==> config.mk <==
export PLATFORM = sky130hd
export DESIGN_NAME = dma_prio_arbiter
export DESIGN_NICKNAME = d
export VERILOG_FILES = /design/src/rtl/dma_arb_pkg.sv /design/src/rtl/dma_arb_hs.sv /design/src/rtl/dma_arb_pick.sv /design/src/rtl/dma_prio_arbiter.sv
export SDC_FILE = /design/constraint.sdc
export NUM_CORES = 1
export LEC_CHECK = 0
export BUFFER_PORTS_ARGS = -buffer_cell sky130_fd_sc_hd__buf_2
export CAP_MARGIN = 20
export CORE_ASPECT_RATIO = 1.4
export CORE_MARGIN = 2
export CORE_UTILIZATION = 29
export CTS_BUF_LIST = sky130_fd_sc_hd__clkbuf_8
export CTS_CLUSTER_SIZE = 30
export DETAILED_ROUTE_END_ITERATION = 6
export PLACE_DENSITY_LB_ADDON = 0.1
export SYNTH_ARGS = -nofsm -noshare
export SYNTH_HDL_FRONTEND = slang
export SYNTH_SLANG_ARGS = --single-unit
==> constraint.sdc <==
create_clock -name clk_i -period 21.8 [get_ports clk_i]
set_input_delay 1.09 -clock clk_i [delete_from_list [all_inputs] [get_ports clk_i]]
set_output_delay 1.09 -clock clk_i [all_outputs]
set_load 0.02 [all_outputs]
==> src/rtl/dma_arb_pkg.sv <==
package dma_arb_pkg;
  localparam int PRIO_W = 2;

  typedef enum logic [PRIO_W-1:0] {
    PRIO_LOW   = 2'b00,
    PRIO_MED   = 2'b01,
    PRIO_HIGH  = 2'b10,
    PRIO_VHIGH = 2'b11
  } prio_e;

  function automatic logic prio_above(input prio_e a, input prio_e b);
    return a > b;
  endfunction
endpackage

==> src/rtl/dma_arb_hs.sv <==
module dma_arb_hs (
  input  logic clk_i,
  input  logic rst_ni,
  input  logic req_i,
  input  logic elig_i,
  input  logic m2m_i,
  input  logic take_i,
  output logic ack_o,
  output logic want_o
);
  logic ack_q;

  always_ff @(posedge clk_i or negedge rst_ni) begin
    if (!rst_ni) begin
      ack_q <= 1'b0;
    end else if (take_i && !m2m_i) begin
      ack_q <= 1'b1;
    end else if (ack_q && !req_i) begin
      ack_q <= 1'b0;
    end
  end

  // software-triggered channels are always asking while eligible
  assign want_o = elig_i && (m2m_i || (req_i && !ack_q));
  assign ack_o  = ack_q;

  a_r6_ack_holds: assert property (@(posedge clk_i) disable iff (!rst_ni)
    (ack_q && req_i) |=> ack_q)
    else $error("ack dropped while request high");

  a_r5_ack_from_grant: assert property (@(posedge clk_i) disable iff (!rst_ni)
    $rose(ack_q) |-> $past(take_i && !m2m_i))
    else $error("ack rose without a peripheral grant");

  a_r4_take_eligible: assert property (@(posedge clk_i) disable iff (!rst_ni)
    take_i |-> elig_i)
    else $error("grant to ineligible channel");
endmodule

==> src/rtl/dma_arb_pick.sv <==
module dma_arb_pick
  import dma_arb_pkg::*;
#(
  parameter int NCH = 8,
  localparam int IW = (NCH > 1) ? $clog2(NCH) : 1
) (
  input  logic [NCH-1:0]        cand_i,
  input  logic [NCH*PRIO_W-1:0] prio_i,
  output logic                  valid_o,
  output logic [IW-1:0]         idx_o
);
  logic          found;
  logic [IW-1:0] idx;
  prio_e         best;

  // strict compare keeps the lowest index among equal levels
  always_comb begin
    found = 1'b0;
    idx   = '0;
    best  = PRIO_LOW;
    for (int i = 0; i < NCH; i++) begin
      if (cand_i[i] && (!found || prio_above(prio_e'(prio_i[i*PRIO_W +: PRIO_W]), best))) begin
        found = 1'b1;
        idx   = IW'(i);
        best  = prio_e'(prio_i[i*PRIO_W +: PRIO_W]);
      end
    end
  end

  assign valid_o = found;
  assign idx_o   = idx;

  always_comb begin
    a_r2_pick_is_candidate: assert (!found || cand_i[idx])
      else $error("picked channel is not a candidate");
  end
endmodule

==> src/rtl/dma_prio_arbiter.sv <==
module dma_prio_arbiter
  import dma_arb_pkg::*;
#(
  parameter int NCH = 8,
  localparam int IW = (NCH > 1) ? $clog2(NCH) : 1
) (
  input  logic                  clk_i,
  input  logic                  rst_ni,
  input  logic [NCH-1:0]        ch_en_i,
  input  logic [NCH-1:0]        ch_cnt_nz_i,
  input  logic [NCH-1:0]        ch_err_i,
  input  logic [NCH-1:0]        ch_m2m_i,
  input  logic [NCH*PRIO_W-1:0] ch_prio_i,
  input  logic [NCH-1:0]        req_i,
  output logic [NCH-1:0]        ack_o,
  input  logic                  done_i,
  output logic                  gnt_valid_o,
  output logic [IW-1:0]         gnt_id_o
);
  logic [NCH-1:0] elig, want, take, last_oh, others, cand;
  logic           pick_valid, issue;
  logic [IW-1:0]  pick_idx;
  logic           busy_q, last_vld_q;
  logic [IW-1:0]  gnt_id_q, last_id_q;

  assign elig = ch_en_i & ch_cnt_nz_i & ~ch_err_i;

  for (genvar g = 0; g < NCH; g++) begin : g_ch
    assign take[g]    = issue && (pick_idx == IW'(g));
    assign last_oh[g] = last_vld_q && (last_id_q == IW'(g));

    dma_arb_hs u_hs (
      .clk_i  (clk_i),
      .rst_ni (rst_ni),
      .req_i  (req_i[g]),
      .elig_i (elig[g]),
      .m2m_i  (ch_m2m_i[g]),
      .take_i (take[g]),
      .ack_o  (ack_o[g]),
      .want_o (want[g])
    );
  end

  // a software copy steps aside whenever anyone else is waiting
  assign others = want & ~last_oh;
  assign cand   = (last_vld_q && |others) ? others : want;

  dma_arb_pick #(.NCH(NCH)) u_pick (
    .cand_i  (cand),
    .prio_i  (ch_prio_i),
    .valid_o (pick_valid),
    .idx_o   (pick_idx)
  );

  assign issue = !busy_q && pick_valid;

  always_ff @(posedge clk_i or negedge rst_ni) begin
    if (!rst_ni) begin
      busy_q     <= 1'b0;
      gnt_id_q   <= '0;
      last_vld_q <= 1'b0;
      last_id_q  <= '0;
    end else if (busy_q) begin
      if (done_i) busy_q <= 1'b0;
    end else if (pick_valid) begin
      busy_q     <= 1'b1;
      gnt_id_q   <= pick_idx;
      last_vld_q <= ch_m2m_i[pick_idx];
      last_id_q  <= pick_idx;
    end
  end

  assign gnt_valid_o = busy_q;
  assign gnt_id_o    = gnt_id_q;

  a_r8_grant_held: assert property (@(posedge clk_i) disable iff (!rst_ni)
    (busy_q && !done_i) |=> (busy_q && $stable(gnt_id_q)))
    else $error("grant changed before done");

  a_r8_gap_after_done: assert property (@(posedge clk_i) disable iff (!rst_ni)
    (busy_q && done_i) |=> !busy_q)
    else $error("grant not released after done");

  a_r9_m2m_yields: assert property (@(posedge clk_i) disable iff (!rst_ni)
    (issue && last_vld_q && |(want & ~last_oh)) |-> (pick_idx != last_id_q))
    else $error("memory copy did not yield");
endmodule

==> metrics.md <==
| Metric | Value |
|---|---|
| WP data required | roughly 22 ns |
| Final Max Slew Viols | 0 |
| Post-synthesis cell type count | 60 |
| Synth top area cells | dfrtp_1 16%, ha_1 8.7%, nand2_1 5.4% |
| Worst path slowest cell | a211oi_1 |
| CTS tree | done |
| Mapped Nets | ~330 |
| TritonRoute pass-1 iters | 5 |
| Share of cells above drive strength 1 | 0.311 |
| Max Root-Sink Buffers | 2 |
| Synth-to-Final Area Change | 20.8% |
| Crit. End Element | flip-flop |
| Vias in the first global route | around 2k |
| I/O pins | 71 |
| Setup TNS | 0 ns |
| Core footprint | 6660 µm² |
| Post-DP HPWL | 4860 µm |
| MaxCap Viol Count | 0 |
| Mapped Area | around 2000 µm² |
| Cell taking the most area after synthesis | dfrtp_1 |
| Global-route wire length before repair | just over 9000 µm |
| Sw frac | 0.490 |
| DIE HEIGHT | roughly 100 µm |
| Ys Warns | 0 |
| Critical Path AT | about 13 ns |
| Peak supply drop | 20.5 µV |
| Least-Margin Pin Slew | approximately 0.7 ns |
| Die area | 7630 µm² |
| Sequential share of the synthesized area | 0.162 |
| Cells after Synth | approximately 260 |
| Chip width | about 74 µm |
| Worst R2R Start | last_id_q[0] |
| Clk pwr share | 0.141 |
| Fin crit period | 13.12 ns |
| GRT overflow | 0 |
| Port Buffers | 70 |
| Final nets | slightly below 400 |
| Initial core utilization | 0.302 |
| Yosys reg bits | 13 |
| Period utilisation layout | 0.602 |
| Worst min-delay path category | reg -> reg |
| Fmax | between 70 and 80 MHz |
| Worst Setup SP | req_i[0] |
| Clock Latency Late Sink | ~0.24 ns |
| Drt initial violations | 82 |
| Vias | around 2.1k |
| Crit path largest cell delay | roughly 0.53 ns |
| Setup Fix Bufs, Post-CTS | 0 |
| Clock input transition at the sequential cells of the worst setup and hold paths | 0.05 ns |
| Worst R2R End | last_vld_q |
| Area of the multi-input gates | between 1000 and 1500 µm² |
| RD Place Congestion | approximately 0.79 |
| # H-tree levels | 1 |
| PwrDens | 60.9 nW/µm² |
| Post-synth EDFFs | 0 |
| FF+latch area | 325 µm² |
| Internal Power | 75.5 µW |
| Crit Path Max Fanout | 12 |
| Sequential Power Share | 0.314 |
| Initial antenna violation count | 0 |
| Top-count cell post-synth | nand2_1 |
| Most used cell, CP | o21ai_0 |
| Clk_skew | between 0.003 and 0.004 ns |
| Fillers | ~750 |
| RSZ-0062 raised after global routing | false |
| Post-synthesis area per instance | approximately 7.9 µm² |
| Fraction of registers with async set/reset | 1.00 |
| Yosys top cell area share | 0.162 |
| Synth top cells by count | 29 x nand2_1, 26 x inv_1, 20 x nor2_1 |
| Root buf cell | clkbuf_8 |
| Clock buffer count from CTS | 3 |
| Wirelength per Cell | ~14 µm |
| FF-to-FF setup slack | 9.33 ns |
| Post-Layout Cell Count | 407 |
| # diodes | 0 |
| Leak Pwr | around 0.0012 µW |
| Switching power | between 70 and 80 µW |
| Comb pwr share | 0.545 |
| Clock sinks | 13 |
| GRT Overall Usage | 0.153 |
| CTS resizes | 0 |
| # hold bufs at CTS | 0 |
| CP Launch Type | input pin |
| Worst Reg-to-Reg Cells | approximately 60 |
| DRT Wirelength | between 5000 and 6000 µm |
| Rows | 35 |
| Dpl cells | roughly 400 |
| Status | completed |
| DRC viols | 0 |
| Antenna-violating nets left | 0 |
| Worst setup path end | last_vld_q |
| Relative slew margins | 0.529 |
| Ys flop type | dfrtp_1 |
| Crit path kind | in -> reg |
| Routed vias/inst | between 5 and 6 |
| Final hold viol count | 0 |
| Setup-failing EPs final | 0 |
| Largest net degree at the start of global routing | 20 |
per-stage QoR:
stage / utilization / cell area (µm²) / power (µW) / hold slack (ns) / setup WS, ns
3_5_place_dp: 0.359 / 2390 / 128 / 0.490 / 8.28
2_1_floorplan: - / 2010 / 104 / 0.464 / 10.61
5_1_grt: 0.365 / 2430 / 162 / 0.519 / 7.21
6_report: 0.365 / 2430 / 148 / 0.497 / 8.68
3_3_place_gp: 0.359 / 2390 / 128 / 0.479 / 8.51
4_1_cts: 0.365 / 2430 / 150 / 0.502 / 8.50
worst min-delay path by stage:
stage	cells after the start	startpoint	end
after floorplan	2	g_ch[5].u_hs.ack_o	g_ch[5].u_hs.ack_o
after global placement	2	g_ch[7].u_hs.ack_o	g_ch[7].u_hs.ack_o
after detailed placement	2	g_ch[7].u_hs.ack_o	g_ch[7].u_hs.ack_o
after CTS	2	g_ch[7].u_hs.ack_o	g_ch[7].u_hs.ack_o
after global routing	2	g_ch[5].u_hs.ack_o	g_ch[5].u_hs.ack_o
final	2	g_ch[5].u_hs.ack_o	g_ch[5].u_hs.ack_o
power by group through the flow:
stage                     Clock [µW]  Sequential (µW)  Combinational, µW
final                           20.9             46.5               80.7
after global routing            22.9             48.7               90.3
after CTS                       21.4             46.6               81.6
after detailed placement           0             46.7               81.3
after global placement             0             47.2               81.1
after floorplan                    0             39.6               64.6
state kept, by name (all words and copies together), names as in the netlist:
signal	cells
gnt_valid_o	1
last_vld_q	1
g_ch.u_hs.ack_o	8
last_id_q	3
critical path, delay by kind of cell:
kind | cells | cell delay (ns)
and+or+nand+nor | 21 | 2.72
buffers and inverters | 4 | 0.29
muxes | 1 | 0.29
adders and majority gates | 7 | 1.87
AOI/OAI and AO/OA | 29 | 7.03
kinds of logic after synthesis:
logic type,synth area share
DFF,0.162
AOI/OAI and AO/OA,0.374
muxes,0.0479
and+or+nand+nor,0.236
buffers and inverters,0.0938
adders and majority gates,0.0870
layer usage:
metal,up-vias,track usage,share of wire
met4,0,0.0604,0.025
met1,942,0.171,0.41
met5,-,0,0
met3,12,0.0127,0.041
li1,1060,-,-
met2,67,0.292,0.52
layout make-up:
cell class                 instances  area share
clock buffer                       3      0.0170
clock inverter                     1     0.00154
sequential                        13       0.134
inverter                          26      0.0401
multi-input combinational        202       0.616
tap                               92      0.0473
timing repair buffer              70       0.144
cell usage in the layout, fill, tap and decap left out, types with 2 or more instances in the layout:
cell type / netlist / layout
a21oi_1: 7 / 7
inv_1: 26 / 27
o2111ai_4: 3 / 3
a22o_1: 5 / 5
buf_2: 4 / 70
nor3_1: 4 / 4
o21ai_0: 13 / 13
nand2b_1: 2 / 2
a221oi_1: 2 / 2
dfrtp_1: 13 / 13
mux2_4: 3 / 3
a21o_1: 2 / 2
a31oi_1: 8 / 8
o2111ai_2: 4 / 4
nand3_1: 6 / 6
a32o_1: 2 / 2
and3_1: 2 / 2
nor2_1: 20 / 20
mux2i_1: 4 / 4
o21bai_1: 3 / 3
o21ai_1: 2 / 2
o211ai_1: 3 / 3
a211o_1: 3 / 3
clkbuf_8: 0 / 3
nand2_1: 29 / 29
a221o_1: 2 / 2
nand4_1: 2 / 2
a21boi_0: 2 / 2
o31ai_1: 7 / 7
nor2b_1: 15 / 15
a211oi_1: 6 / 6
ha_1: 14 / 14
(Power assumes the default switching activity.)
